--- config.mk ---
export PLATFORM = sky130hd
export DESIGN_NAME = flash_status_gate
export DESIGN_NICKNAME = d
export VERILOG_FILES = /design/src/rtl/fsg_pkg.sv /design/src/rtl/fsg_cmd_filter.sv /design/src/rtl/fsg_status_regs.sv /design/src/rtl/flash_status_gate.sv
export SDC_FILE = /design/constraint.sdc
export NUM_CORES = 1
export LEC_CHECK = 0
export CORE_AREA = 8 8 45 47
export DETAILED_ROUTE_END_ITERATION = 8
export DIE_AREA = 0 0 53 55
export HOLD_SLACK_MARGIN = 0.05
export PLACE_DENSITY = 0.7
export SKIP_CTS_REPAIR_TIMING = 1
export SLEW_MARGIN = 25
export SYNTH_ARGS = -nofsm -noshare
export SYNTH_HDL_FRONTEND = slang
export SYNTH_SLANG_ARGS = --single-unit
export TNS_END_PERCENT = 30
--- constraint.sdc ---
create_clock -name clk -period 3.7 [get_ports clk]
set_input_delay 0.37 -clock clk [delete_from_list [all_inputs] [get_ports clk]]
set_output_delay 0.37 -clock clk [all_outputs]
set_load 0.05 [all_outputs]
--- src/rtl/fsg_pkg.sv ---
package fsg_pkg;
  localparam int CLASS_W = 4;
  localparam int STAT_W  = 8;
  localparam int WIP_BIT = 0;
  localparam int WEL_BIT = 1;
  localparam int EER_BIT = 5;
  localparam int PER_BIT = 6;

  typedef enum logic [CLASS_W-1:0] {
    CC_RDST1 = 4'd0,
    CC_RDST2 = 4'd1,
    CC_WREN  = 4'd2,
    CC_WRDI  = 4'd3,
    CC_CLRST = 4'd4,
    CC_SRST  = 4'd5,
    CC_PROG  = 4'd6,
    CC_ERASE = 4'd7
  } cmd_class_e;
endpackage

--- src/rtl/fsg_cmd_filter.sv ---
module fsg_cmd_filter #(
  parameter int CLASS_W = 4,
  parameter logic [2**CLASS_W-1:0] ERR_MASK  = 16'h003B,
  parameter logic [2**CLASS_W-1:0] BUSY_MASK = 16'h0003
) (
  input  logic [CLASS_W-1:0] cls,
  input  logic               wip,
  input  logic               wel,
  input  logic               err,
  output logic               allow
);
  import fsg_pkg::*;
  logic needs_wel;

  always_comb begin
    needs_wel = (cls == CC_PROG) || (cls == CC_ERASE);
    if (err)
      allow = ERR_MASK[cls];
    else if (wip)
      allow = BUSY_MASK[cls];
    else
      allow = !needs_wel || wel;
  end
endmodule

--- src/rtl/fsg_status_regs.sv ---
module fsg_status_regs #(
  parameter int CLASS_W = 4
) (
  input  logic               clk,
  input  logic               rst,
  input  logic               acc,
  input  logic [CLASS_W-1:0] cls,
  input  logic               done,
  input  logic               pfail,
  input  logic               efail,
  output logic               wip,
  output logic               wel,
  output logic               p_err,
  output logic               e_err
);
  import fsg_pkg::*;
  logic running;

  assign running = wip && !p_err && !e_err;

  always_ff @(posedge clk) begin
    if (rst) begin
      wip   <= 1'b0;
      wel   <= 1'b0;
      p_err <= 1'b0;
      e_err <= 1'b0;
    end else begin
      if (running) begin
        if (pfail || efail) begin
          p_err <= p_err | pfail;
          e_err <= e_err | efail;
        end else if (done) begin
          wip <= 1'b0;
          wel <= 1'b0;
        end
      end
      if (acc) begin
        case (cls)
          CC_WREN:  wel <= 1'b1;
          CC_WRDI:  wel <= 1'b0;
          CC_CLRST: begin
            wip   <= 1'b0;
            p_err <= 1'b0;
            e_err <= 1'b0;
          end
          CC_SRST: begin
            wip   <= 1'b0;
            wel   <= 1'b0;
            p_err <= 1'b0;
            e_err <= 1'b0;
          end
          CC_PROG, CC_ERASE: wip <= 1'b1;
          default: ;
        endcase
      end
    end
  end
endmodule

--- src/rtl/flash_status_gate.sv ---
module flash_status_gate #(
  parameter int CLASS_W = fsg_pkg::CLASS_W,
  parameter int STAT_W  = fsg_pkg::STAT_W
) (
  input  logic               clk,
  input  logic               rst,
  input  logic               cmd_valid,
  input  logic [CLASS_W-1:0] cmd_class,
  input  logic               eng_done,
  input  logic               eng_prog_fail,
  input  logic               eng_erase_fail,
  output logic               wip,
  output logic               wel,
  output logic               p_err,
  output logic               e_err,
  output logic [STAT_W-1:0]  status_byte,
  output logic               cmd_accept,
  output logic               cmd_reject
);
  import fsg_pkg::*;

  logic allow;
  logic acc_now;

  fsg_cmd_filter #(.CLASS_W(CLASS_W)) filt_i (
    .cls   (cmd_class),
    .wip   (wip),
    .wel   (wel),
    .err   (p_err | e_err),
    .allow (allow)
  );

  assign acc_now = cmd_valid && allow;

  fsg_status_regs #(.CLASS_W(CLASS_W)) regs_i (
    .clk   (clk),
    .rst   (rst),
    .acc   (acc_now),
    .cls   (cmd_class),
    .done  (eng_done),
    .pfail (eng_prog_fail),
    .efail (eng_erase_fail),
    .wip   (wip),
    .wel   (wel),
    .p_err (p_err),
    .e_err (e_err)
  );

  always_ff @(posedge clk) begin
    if (rst) begin
      cmd_accept <= 1'b0;
      cmd_reject <= 1'b0;
    end else begin
      cmd_accept <= acc_now;
      cmd_reject <= cmd_valid && !allow;
    end
  end

  for (genvar i = 0; i < STAT_W; i++) begin : g_stat
    if (i == WIP_BIT)      begin : g_wip assign status_byte[i] = wip;   end
    else if (i == WEL_BIT) begin : g_wel assign status_byte[i] = wel;   end
    else if (i == EER_BIT) begin : g_eer assign status_byte[i] = e_err; end
    else if (i == PER_BIT) begin : g_per assign status_byte[i] = p_err; end
    else                   begin : g_rsv assign status_byte[i] = 1'b0;  end
  end
endmodule

==> run metrics, run 1 <==
status completed; slew margin rel. 66.4%; first-pass GRT wire length 1630 um; Initial DRC Count 6; Crit Path Max Fanout 7; number of top-level pins 24; worst slew pin tran 503 ps; drt wl/cell roughly 13 um; flops & latches, synth 6; Clock Latency Late Sink 250 ps; CP arrival 1550 ps; root buffer selected by CTS clkbuf_4; final wirelength ~1100 um; post-route minimum period between 1500 and 2000 ps; antenna violations before repair 0; clock sink count 6; setup violators final 0; Ant. Diodes 0; share of cells above drive strength 1 10.8%; CP cell instances clkdlybuf4s50_1; RSZ-0062 raised after global routing false; critical path required time 3330 ps; Worst setup SP type flip-flop; clk_skew between 7 and 8 ps; Hold WC Path Type flip-flop to flip-flop; DRC Markers 0; Static Leak 0.230 nW; Via density 4.86; worst setup margin 1780 ps; die area 0.00292 sq mm; die width roughly 53 um; clock-pin slew on the worst setup and hold paths 50 ps; CTS tree built; post-DP HPWL 902 um; routability cong. 0.817; Yosys cell types 26; # port buffers 19; Max VDD drop approximately 110 uV; Seq/Total Area, Yosys 28.2%; total grt overflow 0; die height 55 um; fillers 154; count of yosys warnings during synthesis 0; family with the most delay on the worst path buffers and inverters; TNS Setup 0 ps; Slowest cell on crit path clkdlybuf4s50_1; maxcap violations 0; final worst path period share 51.9%; Post-Place Setup Slack 1620 ps; H-tree lvl count 1; number of global-route vias before repair 369; crit path kind flip-flop to output pin; area added between synthesis and finish 43.1%; Final Hold Violating Endpoints 0; Core ar. 0.00138 sq mm; CP max stage delay about 850 ps; Post-Syn Instances 48; Setup crit end kind output pin; initial core utilization 30.8%; DR vias roughly 390; std cell rows 14; pwr dens around 310 mW/mm^2; fmax 521 MHz; CP Buf/Inv Count 1; GR Util All Layers roughly 7.6%; max-slew violations 0; Detail Route Antenna Nets 0; CTS Buffer Depth 2; Pre-antenna DRT Iters 2; Avg Cell Area, Syn around 9 sq um; nets 77; largest net degree at the start of global routing 8; CTS Buf Count 3; Post-Syn Area 427 sq um
==> kinds of logic (layout without fill, tap and decap cells) <==
kind of cell / count (synthesis) / after routing / synth area share, %
AOI/OAI and AO/OA: 14 / 14 / 32.3
and+or+nand+nor: 10 / 10 / 14.1
other: 1 / 4 / 0.879
DFF: 6 / 6 / 28.2
muxes: 1 / 1 / 2.35
buffers and inverters: 15 / 29 / 20.2
xor gates and xnor gates: 1 / 1 / 2.05
==> metrics by stage <==
step | utilization [%] | instance area, sq um | cells | power [mW] | hold slack [ps]
2_1_floorplan | - | 438 | 51 | 0.108 | 446
4_1_cts | 44.1 | 611 | 81 | 0.190 | 609
5_1_grt | 44.1 | 611 | 81 | 0.198 | 639
6_report | 44.1 | 611 | 81 | 0.186 | 604
3_3_place_gp | 42.5 | 588 | 78 | 0.125 | 598
3_5_place_dp | 42.5 | 588 | 78 | 0.126 | 593
==> report_power, final <==
part           switching, mW  internal (mW)
combinational         0.0343         0.0212
sequential           0.00182         0.0670
clock                 0.0253         0.0368
total                 0.0614          0.125
==> worst min-delay path, cell delays in order, from the launching register on <==
cell and delay, ps:
dfxtp_1 350, a31oi_1 160, nor3_1 50
==> registers in the layout (all words and copies together) (netlist names) <==
name          flops
regs_i.p_err      1
cmd_accept        1
regs_i.wel        1
cmd_reject        1
regs_i.wip        1
regs_i.e_err      1
==> cell type report <==
| class | count | area [sq um] | share of cell area, % |
|---|---|---|---|
| sequential | 6 | 120 | 19.7 |
| timing repair buffer | 19 | 190 | 31.1 |
| inverter | 7 | 26.3 | 4.30 |
| multi-input combinational | 30 | 231 | 37.9 |
| tap | 16 | 20.0 | 3.28 |
| clock buffer | 3 | 22.5 | 3.69 |
==> synth_stat cells <==
library cell | instances | area (sq um)
a2111o_1 | 1 | 11.3
a2111oi_1 | 1 | 10.0
a2111oi_2 | 1 | 15.0
a211oi_1 | 1 | 7.51
a311o_1 | 1 | 10.0
a31oi_1 | 2 | 12.5
a41oi_1 | 1 | 8.76
and3b_1 | 1 | 8.76
buf_4 | 8 | 60.1
conb_1 | 1 | 3.75
dfxtp_1 | 6 | 120
inv_1 | 7 | 26.3
mux2i_1 | 1 | 10.0
nand2b_1 | 2 | 12.5
nor2_1 | 2 | 7.51
nor2b_1 | 1 | 6.26
nor3_1 | 2 | 10.0
nor3b_1 | 1 | 7.51
o211a_1 | 1 | 10.0
o21a_1 | 1 | 7.51
o21ba_2 | 1 | 10.0
o22ai_1 | 1 | 6.26
o311ai_2 | 1 | 16.3
o31ai_2 | 1 | 12.5
or2b_1 | 1 | 7.51
xnor2_1 | 1 | 8.76
==> final timing paths <==
check                                          endpoint                    start  slack, ps  cells past startpoint
worst min register to register  regs_i.e_err$_SDFF_PP0_  regs_i.e_err$_SDFF_PP0_        600                      2
worst min-delay path            regs_i.e_err$_SDFF_PP0_  regs_i.e_err$_SDFF_PP0_        600                      2
worst max register to register    regs_i.wip$_SDFF_PP0_  regs_i.e_err$_SDFF_PP0_       2260                      4
worst max-delay path                                wip    regs_i.wip$_SDFF_PP0_       1780                      1
==> layout by cell type (no fill, tap or decap) <==
| cell | instances |
|---|---|
| a2111o_1 | 1 |
| a2111oi_1 | 1 |
| a2111oi_2 | 1 |
| a211oi_1 | 1 |
| a311o_1 | 1 |
| a31oi_1 | 2 |
| a41oi_1 | 1 |
| and3b_1 | 1 |
| clkbuf_4 | 3 |
| clkdlybuf4s50_1 | 19 |
| conb_1 | 4 |
| dfxtp_1 | 6 |
| inv_1 | 7 |
| mux2i_1 | 1 |
| nand2b_1 | 2 |
| nor2_1 | 2 |
| nor2b_1 | 1 |
| nor3_1 | 2 |
| nor3b_1 | 1 |
| o211a_1 | 1 |
| o21a_1 | 1 |
| o21ba_2 | 1 |
| o22ai_1 | 1 |
| o311ai_2 | 1 |
| o31ai_2 | 1 |
| or2b_1 | 1 |
| xnor2_1 | 1 |
==> routing by layer <==
| metal | GRT usage [%] | vias up | wire, um |
|---|---|---|---|
| li1 | - | 198 | - |
| met1 | 7.15 | 177 | 404 |
| met2 | 12.7 | 17 | 487 |
| met3 | 4.81 | 2 | 169 |
| met4 | 3.88 | 0 | 14 |
| met5 | 0 | - | 0 |
Power figures use the tool's default switching activity.
==> inputs of run 2 (changes only) <==
==> constraint.sdc (replaced) <==
create_clock -name clk -period 2 [get_ports clk]
set_input_delay 0.2 -clock clk [delete_from_list [all_inputs] [get_ports clk]]
set_output_delay 0.2 -clock clk [all_outputs]
set_load 0.05 [all_outputs]
==> run 2 against run 1 <==
Compared with the run above:
- combinational power grew 86%
- largest power group unchanged
- critical endpoint unchanged
- critical path depth unchanged
- die area unchanged
- first-iteration DRC count is 67% higher
- via count decreased by 1.0%
- cell count did not move
- non-clock buffer count did not move
- power grew 84%
- hold slack got worse by 30 ps
- clock-buffer cell count is the same
- largest cell class unchanged
- sequential share of layout area unchanged
- critical path type unchanged
- sequential power is 85% higher
==> run metrics, run 2 (same netlist as run 1, synthesis figures left out) <==
root buffer selected by CTS clkbuf_4; critical path required time 1800 ps (-1530 ps); Static Leak 0.230 nW (unchanged); Setup crit end kind output pin; drt wl/cell 13.5 um (+1.7%); die height 55 um (unchanged); Hold WC Path Type input pin to flip-flop; pwr dens 561 mW/mm^2 (+84%); Internal Power 0.231 mW (+85%); CP cell instances clkdlybuf4s50_1; post-route non-filler standard cell count 81 (unchanged); Pre-antenna DRT Iters 4 (+2); Design Power 0.343 mW (+84%); DRC Markers 0 (unchanged); final worst path period share 87.3%; clk_skew 12.2 ps (+4.34 ps); CP arrival 1550 ps (about the same); antenna violations before repair 0 (unchanged); GR Util All Layers 7.65% (+0.050 points); max-slew violations 0 (unchanged); sw frac 32.6% (-0.37 points); number of global-route vias before repair 365 (-1.1%); CP Buf/Inv Count 1 (unchanged); crit path kind flip-flop to output pin; Clock power frac 32.8% (-0.5 points); clock sink count 6 (unchanged); Max VDD drop 276 uV (+150%); Slowest cell on crit path clkdlybuf4s50_1; Worst setup SP type flip-flop; Clock Latency Late Sink 250 ps (about the same); first-pass GRT wire length 1600 um (-1.7%); dpl cells 78 (unchanged); slew margin rel. 66.3% (about the same); commonest non-fill, non-tap cells in the layout clkdlybuf4s50_1, inv_1, dfxtp_1; post-DP HPWL 889 um (-1.5%); # port buffers 19 (unchanged); DR vias 390 (-1.0%); Detail Route Antenna Nets 0 (unchanged); clock-pin slew on the worst setup and hold paths 50 ps (about the same); initial core utilization 30.8% (unchanged); most common cell after layout, fill and taps aside clkdlybuf4s50_1; CTS Buffer Depth 2 (unchanged); fmax 573 MHz; H-tree lvl count 1 (unchanged); maxcap violations 0 (unchanged); share of cells above drive strength 1 10.8% (unchanged); largest net degree at the start of global routing 8 (unchanged); Via density 4.81 (-1.0%); Flop pwr share 37.2% (+0.3 points); RSZ-0062 raised after global routing false; final core utilization 44.1% (unchanged); Final Hold Violating Endpoints 0 (unchanged); Crit Path Max Fanout 7 (unchanged); Ant. Diodes 0 (unchanged); combinational share of power 30.1% (+0.4 points); routability cong. 0.817 (about the same); nets 77 (unchanged); CTS Buf Count 3 (unchanged); CP max stage delay 850 ps (about the same); family with the most delay on the worst path buffers and inverters; std cell rows 14 (unchanged); total grt overflow 0 (unchanged); TNS Setup 0 ps (unchanged); number of top-level pins 24 (unchanged); Hold Slack 574 ps (-30.3 ps); CTS tree built; die width 53 um (unchanged); Net Sw Power 0.112 mW (+82%); worst slew pin tran 504 ps (+0.914 ps); final wirelength 1090 um (+1.7%); Initial DRC Count 10 (+4); die area 0.00292 sq mm (unchanged); Core ar. 0.00138 sq mm (unchanged); status completed; area added between synthesis and finish 43.1% (unchanged); post-route minimum period 1750 ps; setup violators final 0 (unchanged)
run 2: cell counts in the layout (fill, tap and decap cells not counted):
No cell type changed its count.
run 2: final timing paths:
path | slack (ps) | start | endpoint | cells after the start
hold reg to reg | 600 | regs_i.e_err$_SDFF_PP0_ | regs_i.e_err$_SDFF_PP0_ | 2
hold / removal | 570 | cmd_valid | cmd_accept$_SDFF_PP0_ | 2
setup / recovery | 250 | regs_i.wip$_SDFF_PP0_ | wip | 1
setup reg to reg | 590 | regs_i.e_err$_SDFF_PP0_ | regs_i.wip$_SDFF_PP0_ | 4
run 2: layout make-up:
class | instances | area (sq um)
clock buffers | 3 | 22.5
fillers | 152 | 773
inverters | 7 | 26.3
multi-input cells | 30 | 231
flip-flops and latches | 6 | 120
well taps | 16 | 20.0
repair buffers | 19 | 190
run 2: per-stage QoR:
step                      cell area [sq um]  setup WS, ps
after floorplan                         438           391
after global placement                  588           126
after detailed placement                588           146
after CTS                               611           233
after global routing                    611           189
final                                   611           254
run 2: metal layers:
layer	vias up	track usage [%]	wire length, um
met5	-	0	0
li1	197	-	-
met4	0	5.17	10
met1	174	7.29	438
met3	2	4.55	154
met2	17	12.3	491
run 2: power by group through the flow:
stage / sequential, mW / clock (mW) / combinational [mW]
finish: 0.127 / 0.112 / 0.103
global route: 0.127 / 0.131 / 0.109
CTS: 0.127 / 0.120 / 0.103
detailed placement: 0.130 / 0 / 0.102
global placement: 0.130 / 0 / 0.102
floorplan: 0.143 / 0 / 0.0576
